$ cat config.mk
export PLATFORM = sky130hd
export DESIGN_NAME = sample_pacer_rtc
export DESIGN_NICKNAME = d
export VERILOG_FILES = /design/src/rtl/spr_pkg.sv /design/src/rtl/spr_rate_acc.sv /design/src/rtl/spr_rtc.sv /design/src/rtl/spr_bus_if.sv /design/src/rtl/sample_pacer_rtc.sv
export SDC_FILE = /design/constraint.sdc
export NUM_CORES = 1
export LEC_CHECK = 0
export CORE_MARGIN = 5
export CORE_UTILIZATION = 30
export CTS_CLUSTER_SIZE = 14
export DETAILED_ROUTE_END_ITERATION = 8
export DONT_BUFFER_PORTS = 1
export HOLD_SLACK_MARGIN = 0.05
export PLACE_DENSITY = 0.5
export SYNTH_ARGS = -nofsm -noshare
export SYNTH_HDL_FRONTEND = slang
export SYNTH_SLANG_ARGS = --single-unit
$ cat constraint.sdc
create_clock -name clk -period 4.68 [get_ports clk]
set_clock_uncertainty 0.05 [all_clocks]
set_input_delay 0.468 -clock clk [delete_from_list [all_inputs] [get_ports clk]]
set_output_delay 0.468 -clock clk [all_outputs]
set_load 0.01 [all_outputs]
$ cat src/rtl/spr_pkg.sv
package spr_pkg;
    typedef enum logic [0:0] {
        ST_HOLD = 1'b0,
        ST_RUN  = 1'b1
    } spr_state_e;

    localparam int unsigned REG_CTRL   = 0;
    localparam int unsigned REG_RTC_HI = 1;
    localparam int unsigned REG_RTC_LO = 2;
endpackage

$ cat src/rtl/spr_rate_acc.sv
module spr_rate_acc #(
    parameter int unsigned INC = 1,
    parameter int unsigned MOD = 100,
    localparam int unsigned W  = $clog2(MOD) + 1
) (
    input  logic         clk,
    input  logic         rst_n,
    input  logic         clr,
    input  logic         en,
    output logic         tick,
    output logic [W-1:0] acc
);
    logic [W-1:0] acc_q;
    logic [W-1:0] sum;

    generate
        if (INC == 1) begin : g_counter
            assign sum  = acc_q + W'(1);
            assign tick = en && (acc_q == W'(MOD - 1));
        end else begin : g_fraction
            assign sum  = acc_q + W'(INC);
            assign tick = en && (sum >= W'(MOD));
        end
    endgenerate

    always_ff @(posedge clk) begin
        if (!rst_n) begin
            acc_q <= '0;
        end else if (clr) begin
            acc_q <= '0;
        end else if (en) begin
            acc_q <= tick ? (sum - W'(MOD)) : sum;
        end
    end

    assign acc = acc_q;
endmodule

$ cat src/rtl/spr_rtc.sv
module spr_rtc #(
    parameter int unsigned  W     = 32,
    parameter logic [W-1:0] EPOCH = '0
) (
    input  logic         clk,
    input  logic         rst_n,
    input  logic         inc,
    output logic [W-1:0] value
);
    logic [W-1:0] cnt_q;

    always_ff @(posedge clk) begin
        if (!rst_n) begin
            cnt_q <= EPOCH;
        end else if (inc) begin
            cnt_q <= cnt_q + W'(1);
        end
    end

    assign value = cnt_q;
endmodule

$ cat src/rtl/spr_bus_if.sv
module spr_bus_if
    import spr_pkg::*;
#(
    parameter int unsigned AW = 2,
    parameter int unsigned DW = 16,
    localparam int unsigned CW = 2 * DW
) (
    input  logic          wr_en,
    input  logic [AW-1:0] wr_addr,
    input  logic [DW-1:0] wr_data,
    input  logic [AW-1:0] rd_addr,
    input  logic          hold,
    input  logic [CW-1:0] rtc,
    output logic          ctrl_wr,
    output logic          ctrl_bit,
    output logic [DW-1:0] rd_data
);
    assign ctrl_wr  = wr_en && (wr_addr == AW'(REG_CTRL));
    assign ctrl_bit = wr_data[0];

    always_comb begin
        rd_data = '0;
        if (rd_addr == AW'(REG_CTRL)) begin
            rd_data = {{(DW-1){1'b0}}, hold};
        end else if (rd_addr == AW'(REG_RTC_HI)) begin
            rd_data = rtc[CW-1:DW];
        end else if (rd_addr == AW'(REG_RTC_LO)) begin
            rd_data = rtc[DW-1:0];
        end
    end
endmodule

$ cat src/rtl/sample_pacer_rtc.sv
module sample_pacer_rtc
    import spr_pkg::*;
#(
    parameter int unsigned   CLK_HZ    = 50_000_000,
    parameter int unsigned   SAMPLE_HZ = 44_100,
    parameter logic [31:0]   RTC_EPOCH = 32'h5BFC_8900,
    parameter int unsigned   AW        = 2,
    parameter int unsigned   DW        = 16
) (
    input  logic          clk,
    input  logic          rst_n,
    input  logic          wr_en,
    input  logic [AW-1:0] wr_addr,
    input  logic [DW-1:0] wr_data,
    input  logic [AW-1:0] rd_addr,
    output logic [DW-1:0] rd_data,
    output logic          sample_strobe
);
    localparam int unsigned CW    = 2 * DW;
    localparam int unsigned ACC_W = $clog2(CLK_HZ) + 1;

    spr_state_e       state_q, state_d;
    logic             ctrl_wr, ctrl_bit;
    logic             run_en, restart;
    logic             samp_tick, sec_tick;
    logic [ACC_W-1:0] samp_acc, sec_acc;
    logic [CW-1:0]    rtc_val;
    logic             strobe_q;

    spr_bus_if #(.AW(AW), .DW(DW)) u_bus (
        .wr_en   (wr_en),
        .wr_addr (wr_addr),
        .wr_data (wr_data),
        .rd_addr (rd_addr),
        .hold    (state_q == ST_HOLD),
        .rtc     (rtc_val),
        .ctrl_wr (ctrl_wr),
        .ctrl_bit(ctrl_bit),
        .rd_data (rd_data)
    );

    // State register
    always_ff @(posedge clk) begin
        if (!rst_n) begin
            state_q <= ST_HOLD;
        end else begin
            state_q <= state_d;
        end
    end

    // Transitions: HOLD->RUN on a run write, RUN->HOLD on a hold write
    always_comb begin
        state_d = state_q;
        unique case (state_q)
            ST_HOLD: if (ctrl_wr && !ctrl_bit) state_d = ST_RUN;
            ST_RUN:  if (ctrl_wr &&  ctrl_bit) state_d = ST_HOLD;
            default: state_d = ST_HOLD;
        endcase
    end

    // Outputs of the state machine
    always_comb begin
        run_en  = 1'b0;
        restart = 1'b0;
        unique case (state_q)
            ST_HOLD: restart = ctrl_wr && !ctrl_bit;
            ST_RUN:  run_en  = !(ctrl_wr && ctrl_bit);
            default: ;
        endcase
    end

    spr_rate_acc #(.INC(SAMPLE_HZ), .MOD(CLK_HZ)) u_samp_acc (
        .clk  (clk),
        .rst_n(rst_n),
        .clr  (restart),
        .en   (run_en),
        .tick (samp_tick),
        .acc  (samp_acc)
    );

    spr_rate_acc #(.INC(1), .MOD(CLK_HZ)) u_sec_acc (
        .clk  (clk),
        .rst_n(rst_n),
        .clr  (restart),
        .en   (run_en),
        .tick (sec_tick),
        .acc  (sec_acc)
    );

    spr_rtc #(.W(CW), .EPOCH(RTC_EPOCH)) u_rtc (
        .clk  (clk),
        .rst_n(rst_n),
        .inc  (sec_tick),
        .value(rtc_val)
    );

    always_ff @(posedge clk) begin
        if (!rst_n) begin
            strobe_q <= 1'b0;
        end else begin
            strobe_q <= samp_tick;
        end
    end

    assign sample_strobe = strobe_q;
endmodule

==> results of run 1 <==
## flip-flops by register name, indices dropped and copies added (netlist names)
name            count
state_q             1
u_samp_acc.acc     25
u_sec_acc.acc      27
sample_strobe       1
u_rtc.value        32
## layout by cell type, fill, tap and decap left out, drive strengths merged, types with 7 or more instances in the layout
master  netlist  layout
nand4        20      20
xnor2        39      39
nor2b         8       8
nand2        91      91
inv          10      14
and2         23      23
a21oi        33      33
a211oi        7       7
nor3         18      18
buf          14       7
a31oi        17      17
o21ai        39      39
a22o         18      18
dfxtp        86      86
clkbuf       33       9
and3         23      23
xor2         36      36
nor2         47      47
nand3        49      49
and4          9       9
or3          11      11
## stage by stage
step           hold WS [ps]  total power [uW]   util
6_report                132              1580  0.330
5_1_grt                 109              1650  0.330
4_1_cts                 109              1610  0.330
3_5_place_dp            443               864  0.314
3_3_place_gp            431               864  0.314
2_1_floorplan           413               844      -
## power breakdown
group	total, uW	internal [uW]	switching [uW]	leakage (uW)
registers	752	738	14.2	0.000694
clock network	733	378	355	0.000147
logic	94.9	32.8	62.1	0.00121
total	1580	1150	431	0.00205
## cells in the mapped netlist, types with 5 or more instances
| master | number |
|---|---|
| nand2_1 | 91 |
| dfxtp_1 | 86 |
| nand3_1 | 49 |
| nor2_1 | 47 |
| xnor2_1 | 39 |
| xor2_1 | 36 |
| o21ai_0 | 35 |
| a21oi_1 | 33 |
| clkbuf_1 | 33 |
| and3_1 | 23 |
| and2_1 | 22 |
| nand4_1 | 19 |
| a22o_1 | 18 |
| nor3_1 | 18 |
| a31oi_1 | 15 |
| or3_1 | 11 |
| inv_1 | 10 |
| and4_1 | 9 |
| nor2b_1 | 8 |
| buf_2 | 6 |
| buf_6 | 6 |
| ha_1 | 6 |
| o211ai_1 | 6 |
| o31ai_1 | 6 |
| a211oi_1 | 5 |
| a311oi_1 | 5 |
| or4_1 | 5 |
## logic make-up (layout without fill, tap and decap cells)
family / count (synthesis) / after routing / synth area share
buf+inv: 57 / 33 / 0.0470
mux: 2 / 2 / 0.00370
flops: 86 / 86 / 0.299
simple gates: 328 / 328 / 0.299
xor+xnor: 75 / 75 / 0.114
fa+ha+maj: 6 / 6 / 0.0130
compound gates: 181 / 181 / 0.224
## worst min-delay path by stage
stage / startpoint / to / slack [ps] / cells after the start
finish: rst_n / u_rtc.value[18] / 130 / 1
global route: rst_n / u_rtc.value[24] / 110 / 1
CTS: rst_n / u_rtc.value[24] / 110 / 1
detailed placement: u_rtc.value[31] / u_rtc.value[31] / 440 / 2
global placement: u_sec_acc.acc[1] / u_sec_acc.acc[1] / 430 / 2
floorplan: u_sec_acc.acc[1] / u_sec_acc.acc[1] / 410 / 2
## layer usage
metal  vias up  wire, um  GRT usage
met5         -         0          0
met3        13       476     0.0259
met1      2397      7540      0.187
li1       2632         -          -
met2        66      6620      0.215
met4         0       168     0.0319
## layout make-up
class                   count  area share
clock inverters             7      0.0119
flip-flops and latches     86       0.278
inverters                  10     0.00606
well taps                 234      0.0472
clock buffers               9      0.0363
multi-input cells         592       0.612
repair buffers              7     0.00848
==> flow_metrics.env, run 1 <==
export IMPL_syn_nets=764
export IMPL_required_ps=4910
export IMPL_dpl_cell_area_um2=5900
export IMPL_yosys_area_top_type="dfxtp_1"
export IMPL_cts_max_path_buffers=2
export IMPL_areaGrowthSynthToFinish_pct=7.72
export IMPL_die_area_um2=22000
export IMPL_crit_end="u_samp_acc.acc[20]"
export IMPL_ys_flop_type="dfxtp_1"
export IMPL_worstPathCellList="ha_1 > a31o_1 > nand2_1 > xor2_1 > ha_1 > nand4_1 > o22ai_1 > nand2_1 > nand3_1 > a221o_1 > a31o_2 > o311a_1 > or4_1 > a21oi_1"
export IMPL_slowest_delay_ps=480
export IMPL_worst_path_stages=14
export IMPL_cts_buffers=9
export IMPL_clk_latency_ps=350
export IMPL_min_path_type="in -> reg"
export IMPL_netlist_area_leader_share=0.299
export IMPL_dpl_cell_count=929
export IMPL_netlist_area_um2=5750
export IMPL_critPathCaptureType="flop"
export IMPL_worstPathArrival_ps=4390
export IMPL_fin_crit_ps=4160
export IMPL_antenna_cells=0
export IMPL_layout_nets=735
export IMPL_rsz0062_at_grt="no"
export IMPL_dr_pass1_iters=4
export IMPL_timing_final_crit_share=0.890
export IMPL_grt_start_max_net_pins=36
export IMPL_cpLargestDelayFamily="compound AO/OA/AOI/OAI gates"
export IMPL_synthCells=735
export IMPL_crit_start="u_samp_acc.acc[2]"
export IMPL_timing_rr_end="u_samp_acc.acc[20]"
export IMPL_layout_cells_non_filler=945
export IMPL_yosysWarningCount=0
export IMPL_finalHoldViolCount=0
export IMPL_ys_seq_elements=86
export IMPL_clockRootBuffer="clkbuf_16"
export IMPL_synth_edf_count=0
export IMPL_powerDensity_nw_per_um2=255
export IMPL_start_util=0.307
export IMPL_seq_area_frac_synth=0.299
export IMPL_fill_cells=1989
export IMPL_crit_path_start_kind="flop"
export IMPL_grt_pass1_wl_um=24500
export IMPL_crit_fanout=17
export IMPL_num_rows=50
export IMPL_hold_buffers=0
export IMPL_grt_pass1_vias=4713
export IMPL_reg2reg_from="u_samp_acc.acc[2]"
export IMPL_slowest_stage="dfxtp_1"
export IMPL_track_usage=0.134
export IMPL_crit_type="reg -> reg"
export IMPL_multi_input_area_um2=3790
export IMPL_die_h_um=148
export IMPL_wl_per_cell_um=15.7
export IMPL_p_leak_uw=0.00205
export IMPL_setup_tns_ps=0
export IMPL_die_x_um=148
export IMPL_rrSetupSlack_ps=520
export IMPL_drc=0
export IMPL_setup_violations=0
export IMPL_fin_area_um2=6200
export IMPL_wirelength_um=14800
export IMPL_drv_slew=0
export IMPL_drive_above_1_share=0.0591
export IMPL_clock_fmax_mhz=240
export IMPL_path_buf_inv=0
export IMPL_portBuffers=0
export IMPL_postCtsSetupBuffers=0
export IMPL_place_congestion=0.859
export IMPL_dp_hpwl_um=10500
export IMPL_tightest_slew_ps=1130
export IMPL_cts_htree_levels=3
export IMPL_cts_tree="done"
export IMPL_ys_top_cells_by_area="dfxtp_1, nand2_1, xnor2_1, xor2_1, nand3_1"
export IMPL_avgSynthCellArea_um2=7.83
export IMPL_ios=40
export IMPL_antenna_found_initial=0
export IMPL_regArea_um2=1720
export IMPL_outcome="finished clean"
export IMPL_num_vias=5108
export IMPL_grt_overflow_total=0
export IMPL_drt_initial_drc_count=285
export IMPL_maxCapViolCount=0
export IMPL_via_per_inst=5.41
export IMPL_final_antenna_net_count=0
export IMPL_coreArea_um2=18800
export IMPL_dp_slack_ps=604
export IMPL_clk_pin_slew_ps=80
export IMPL_cts_repair_resized=0
export IMPL_cts_sinks=86
export IMPL_ir_worst_vdd_mv=0.158
export IMPL_synth_cell_types=74
export IMPL_r2r_cells=14
export IMPL_async_flop_share=0
export IMPL_setup_slack_ps=517
export IMPL_slew_headroom=0.247
(Power assumes the default switching activity.)
==> inputs of run 2 (changes only) <==
PLACE_DENSITY = not set   (was 0.5)
==> flow_metrics.env, run 2 (same netlist as run 1, synthesis figures left out) <==
export IMPL_setup_violations=0
export IMPL_antenna_cells=0
export IMPL_critPathCaptureType="flop"
export IMPL_ios=40
export IMPL_setup_tns_ps=0
export IMPL_clock_fmax_mhz=242
export IMPL_most_common_layout_cells="nand2_1, dfxtp_1, nand3_1"
export IMPL_dp_hpwl_um=9950
export IMPL_timing_final_crit_share=0.883
export IMPL_portBuffers=0
export IMPL_maxCapViolCount=0
export IMPL_place_congestion=0.899
export IMPL_min_path_type="in -> reg"
export IMPL_start_util=0.307
export IMPL_required_ps=4910
export IMPL_grt_start_max_net_pins=38
export IMPL_clk_pin_slew_ps=70
export IMPL_fin_crit_ps=4130
export IMPL_die_area_um2=22000
export IMPL_tightest_slew_ps=1140
export IMPL_final_antenna_net_count=0
export IMPL_via_per_inst=5.55
export IMPL_wirelength_um=14200
export IMPL_slew_headroom=0.236
export IMPL_slowest_stage="dfxtp_1"
export IMPL_cpLargestDelayFamily="compound AO/OA/AOI/OAI gates"
export IMPL_areaGrowthSynthToFinish_pct=7.74
export IMPL_coreArea_um2=18800
export IMPL_p_leak_uw=0.00205
export IMPL_num_vias=5242
export IMPL_clockRootBuffer="clkbuf_16"
export IMPL_cts_sinks=86
export IMPL_dpl_cell_count=928
export IMPL_track_usage=0.131
export IMPL_drt_initial_drc_count=363
export IMPL_grt_overflow_total=0
export IMPL_cts_max_path_buffers=2
export IMPL_die_x_um=148
export IMPL_postCtsSetupBuffers=0
export IMPL_clk_latency_ps=350
export IMPL_cts_htree_levels=3
export IMPL_powerDensity_nw_per_um2=257
export IMPL_crit_path_start_kind="flop"
export IMPL_drc=0
export IMPL_crit_fanout=17
export IMPL_ir_worst_vdd_mv=0.162
export IMPL_mostFrequentLayoutCell="nand2_1"
export IMPL_rsz0062_at_grt="no"
export IMPL_largest_reg_flops=32
export IMPL_layout_nets=734
export IMPL_setup_slack_ps=546
export IMPL_drv_slew=0
export IMPL_drive_above_1_share=0.0577
export IMPL_path_buf_inv=0
export IMPL_antenna_found_initial=0
export IMPL_num_rows=50
export IMPL_die_h_um=148
export IMPL_cts_tree="done"
export IMPL_layout_cells_non_filler=944
export IMPL_cts_buffers=9
export IMPL_dp_slack_ps=605
export IMPL_grt_pass1_wl_um=24100
export IMPL_crit_type="reg -> reg"
export IMPL_grt_pass1_vias=4738
export IMPL_dr_pass1_iters=6
export IMPL_cts_repair_resized=0
export IMPL_hold_buffers=0
export IMPL_slowest_delay_ps=470
export IMPL_wl_per_cell_um=15.0
export IMPL_worstPathCellList="ha_1 > a31o_1 > nand2_1 > xor2_1 > ha_1 > nand4_1 > o22ai_1 > nand2_1 > nand3_1 > a221o_1 > a31o_2 > o311a_1 > or4_1 > a21oi_1"
export IMPL_worstPathArrival_ps=4360
export IMPL_outcome="finished clean"
export IMPL_finalHoldViolCount=0
==> run 2: final timing paths <==
check	from	end	slack [ps]	cells after the start
setup / recovery	u_samp_acc.acc[2]	u_samp_acc.acc[20]	550	14
hold / removal	rst_n	u_rtc.value[15]	130	1
setup reg to reg	u_samp_acc.acc[2]	u_samp_acc.acc[20]	550	14
hold reg to reg	u_sec_acc.acc[1]	u_sec_acc.acc[1]	450	2
==> run 2: area by class of cell <==
cell class | instances | area, um^2
Inverter | 10 | 37.5
Clock buffer | 10 | 239
Fill cell | 2030 | 12600
Timing Repair Buffer | 6 | 45.0
Tap cell | 234 | 293
Clock inverter | 6 | 68.8
Multi-Input combinational cell | 592 | 3790
Sequential cell | 86 | 1720
==> run 2: per-stage QoR <==
step	hold slack [ps]	utilization	total power [uW]	cell area, um^2
floorplan	413	-	844	5750
global placement	426	0.314	862	5890
detailed placement	439	0.314	863	5890
CTS	114	0.330	1620	6200
global route	115	0.330	1650	6200
finish	129	0.330	1590	6200
==> run 2: layer usage <==
| layer | global-route usage | routed length, um | share of wire | up-vias |
|---|---|---|---|---|
| li1 | - | - | - | 2630 |
| met5 | 0 | 0 | 0 | - |
| met1 | 0.181 | 7070 | 0.50 | 2499 |
| met3 | 0.0268 | 664 | 0.047 | 14 |
| met2 | 0.208 | 6260 | 0.44 | 99 |
| met4 | 0.0356 | 212 | 0.015 | 0 |
==> run 2: report_power, final <==
part,switching [uW],internal [uW]
logic,61.2,32.2
registers,14.8,738
clock network,313,431
total,389,1200
==> inputs of run 3 (changes only) <==
SYNTH_HIERARCHICAL = 1   (was not set)
==> flow_metrics.env, run 3 <==
export IMPL_setup_tns_ps=0
export IMPL_cts_sinks=86
export IMPL_timing_final_crit_share=0.841
export IMPL_cts_tree="done"
export IMPL_areaGrowthSynthToFinish_pct=6.15
export IMPL_drv_slew=0
export IMPL_outcome="finished clean"
export IMPL_cts_repair_resized=0
export IMPL_ir_worst_vdd_mv=0.140
export IMPL_critPathCaptureType="flop"
export IMPL_dp_slack_ps=855
export IMPL_coreArea_um2=20400
export IMPL_required_ps=4880
export IMPL_grt_start_max_net_pins=54
export IMPL_crit_fanout=16
export IMPL_grt_pass1_vias=5213
export IMPL_dr_pass1_iters=7
export IMPL_dp_hpwl_um=11000
export IMPL_setup_violations=0
export IMPL_ios=40
export IMPL_p_leak_uw=0.00211
export IMPL_drive_above_1_share=0.0911
export IMPL_hold_buffers=0
export IMPL_avgSynthCellArea_um2=7.91
export IMPL_grt_overflow_total=0
export IMPL_most_common_layout_cells="dfxtp_1, nand2_1, nor2_1"
export IMPL_finalHoldViolCount=0
export IMPL_layout_nets=781
export IMPL_antenna_cells=0
export IMPL_powerDensity_nw_per_um2=241
export IMPL_min_path_type="in -> reg"
export IMPL_cts_buffers=9
export IMPL_drc=0
export IMPL_maxCapViolCount=0
export IMPL_clk_latency_ps=360
export IMPL_cts_htree_levels=3
export IMPL_netlist_area_um2=6270
export IMPL_num_rows=52
export IMPL_setup_slack_ps=742
export IMPL_largest_reg_flops=32
export IMPL_postCtsSetupBuffers=0
export IMPL_num_vias=5823
export IMPL_cts_max_path_buffers=2
export IMPL_clockRootBuffer="clkbuf_16"
export IMPL_die_area_um2=23900
export IMPL_final_antenna_net_count=0
export IMPL_wirelength_um=16200
export IMPL_grt_pass1_wl_um=26200
export IMPL_syn_nets=821
export IMPL_crit_path_start_kind="flop"
export IMPL_die_x_um=155
export IMPL_synthCells=792
export IMPL_final_core_util=0.326
export IMPL_portBuffers=0
export IMPL_via_per_inst=5.67
export IMPL_die_h_um=155
export IMPL_crit_type="reg -> reg"
export IMPL_clock_fmax_mhz=254
export IMPL_worstPathArrival_ps=4140
export IMPL_clk_pin_slew_ps=70
export IMPL_fin_crit_ps=3940
export IMPL_slew_headroom=0.237
export IMPL_track_usage=0.130
export IMPL_start_util=0.307
export IMPL_wl_per_cell_um=15.7
export IMPL_yosysWarningCount=6
export IMPL_tightest_slew_ps=1140
export IMPL_mostFrequentLayoutCell="dfxtp_1"
export IMPL_antenna_found_initial=0
export IMPL_place_congestion=0.818
export IMPL_rsz0062_at_grt="no"
export IMPL_drt_initial_drc_count=449
## run 3: final cells by class
cell class	instances	area [um^2]
clock buffers	9	225
clock inverters	7	76.3
repair buffers	5	37.5
fillers	2197	13800
flip-flops and latches	86	1720
inverters	15	56.3
multi-input cells	635	4200
well taps	270	338
## run 3: metrics by stage
| stage | cell area [um^2] | total power (uW) | hold slack (ps) | std cells |
|---|---|---|---|---|
| floorplan | 6270 | 859 | 402 | 792 |
| global route | 6650 | 1670 | 108 | 1027 |
| finish | 6650 | 1600 | 126 | 1027 |
| detailed placement | 6350 | 878 | 425 | 1011 |
| global placement | 6350 | 877 | 415 | 1011 |
| CTS | 6650 | 1620 | 108 | 1027 |
## run 3: power breakdown
part / switching (uW) / leakage [uW] / internal (uW)
Combinational: 75.7 / 0.00126 / 35.1
Clock: 360 / 0.000149 / 380
Sequential: 14.1 / 0.000694 / 737
Total: 450 / 0.00211 / 1150
## run 3: path summary, 6_finish.rpt
check | startpoint | end | slack [ps] | cells after the start
worst min-delay path | rst_n | u_rtc/value[8] | 130 | 1
worst max-delay path | u_samp_acc/acc[2] | u_samp_acc/acc[10] | 740 | 12
worst min register to register | u_rtc/value[31] | u_rtc/value[31] | 440 | 2
worst max register to register | u_samp_acc/acc[2] | u_samp_acc/acc[10] | 740 | 12
## run 3: per-layer routing
metal  global-route usage  part of all wire
met4               0.0437             0.015
met2                0.203              0.45
met5                    0                 0
met1                0.181              0.49
met3               0.0240             0.043
## run 3: worst max-delay path, stage by stage (launching register included)
cell      delay [ps]
dfxtp_1          510
ha_1             360
a31oi_2          280
nor3_1           320
nor2_1            80
ha_1             210
o21ai_0          200
nor2_1           180
a211o_1          360
a211o_4          460
a311oi_1         480
a21oi_1          130
a31o_2           220
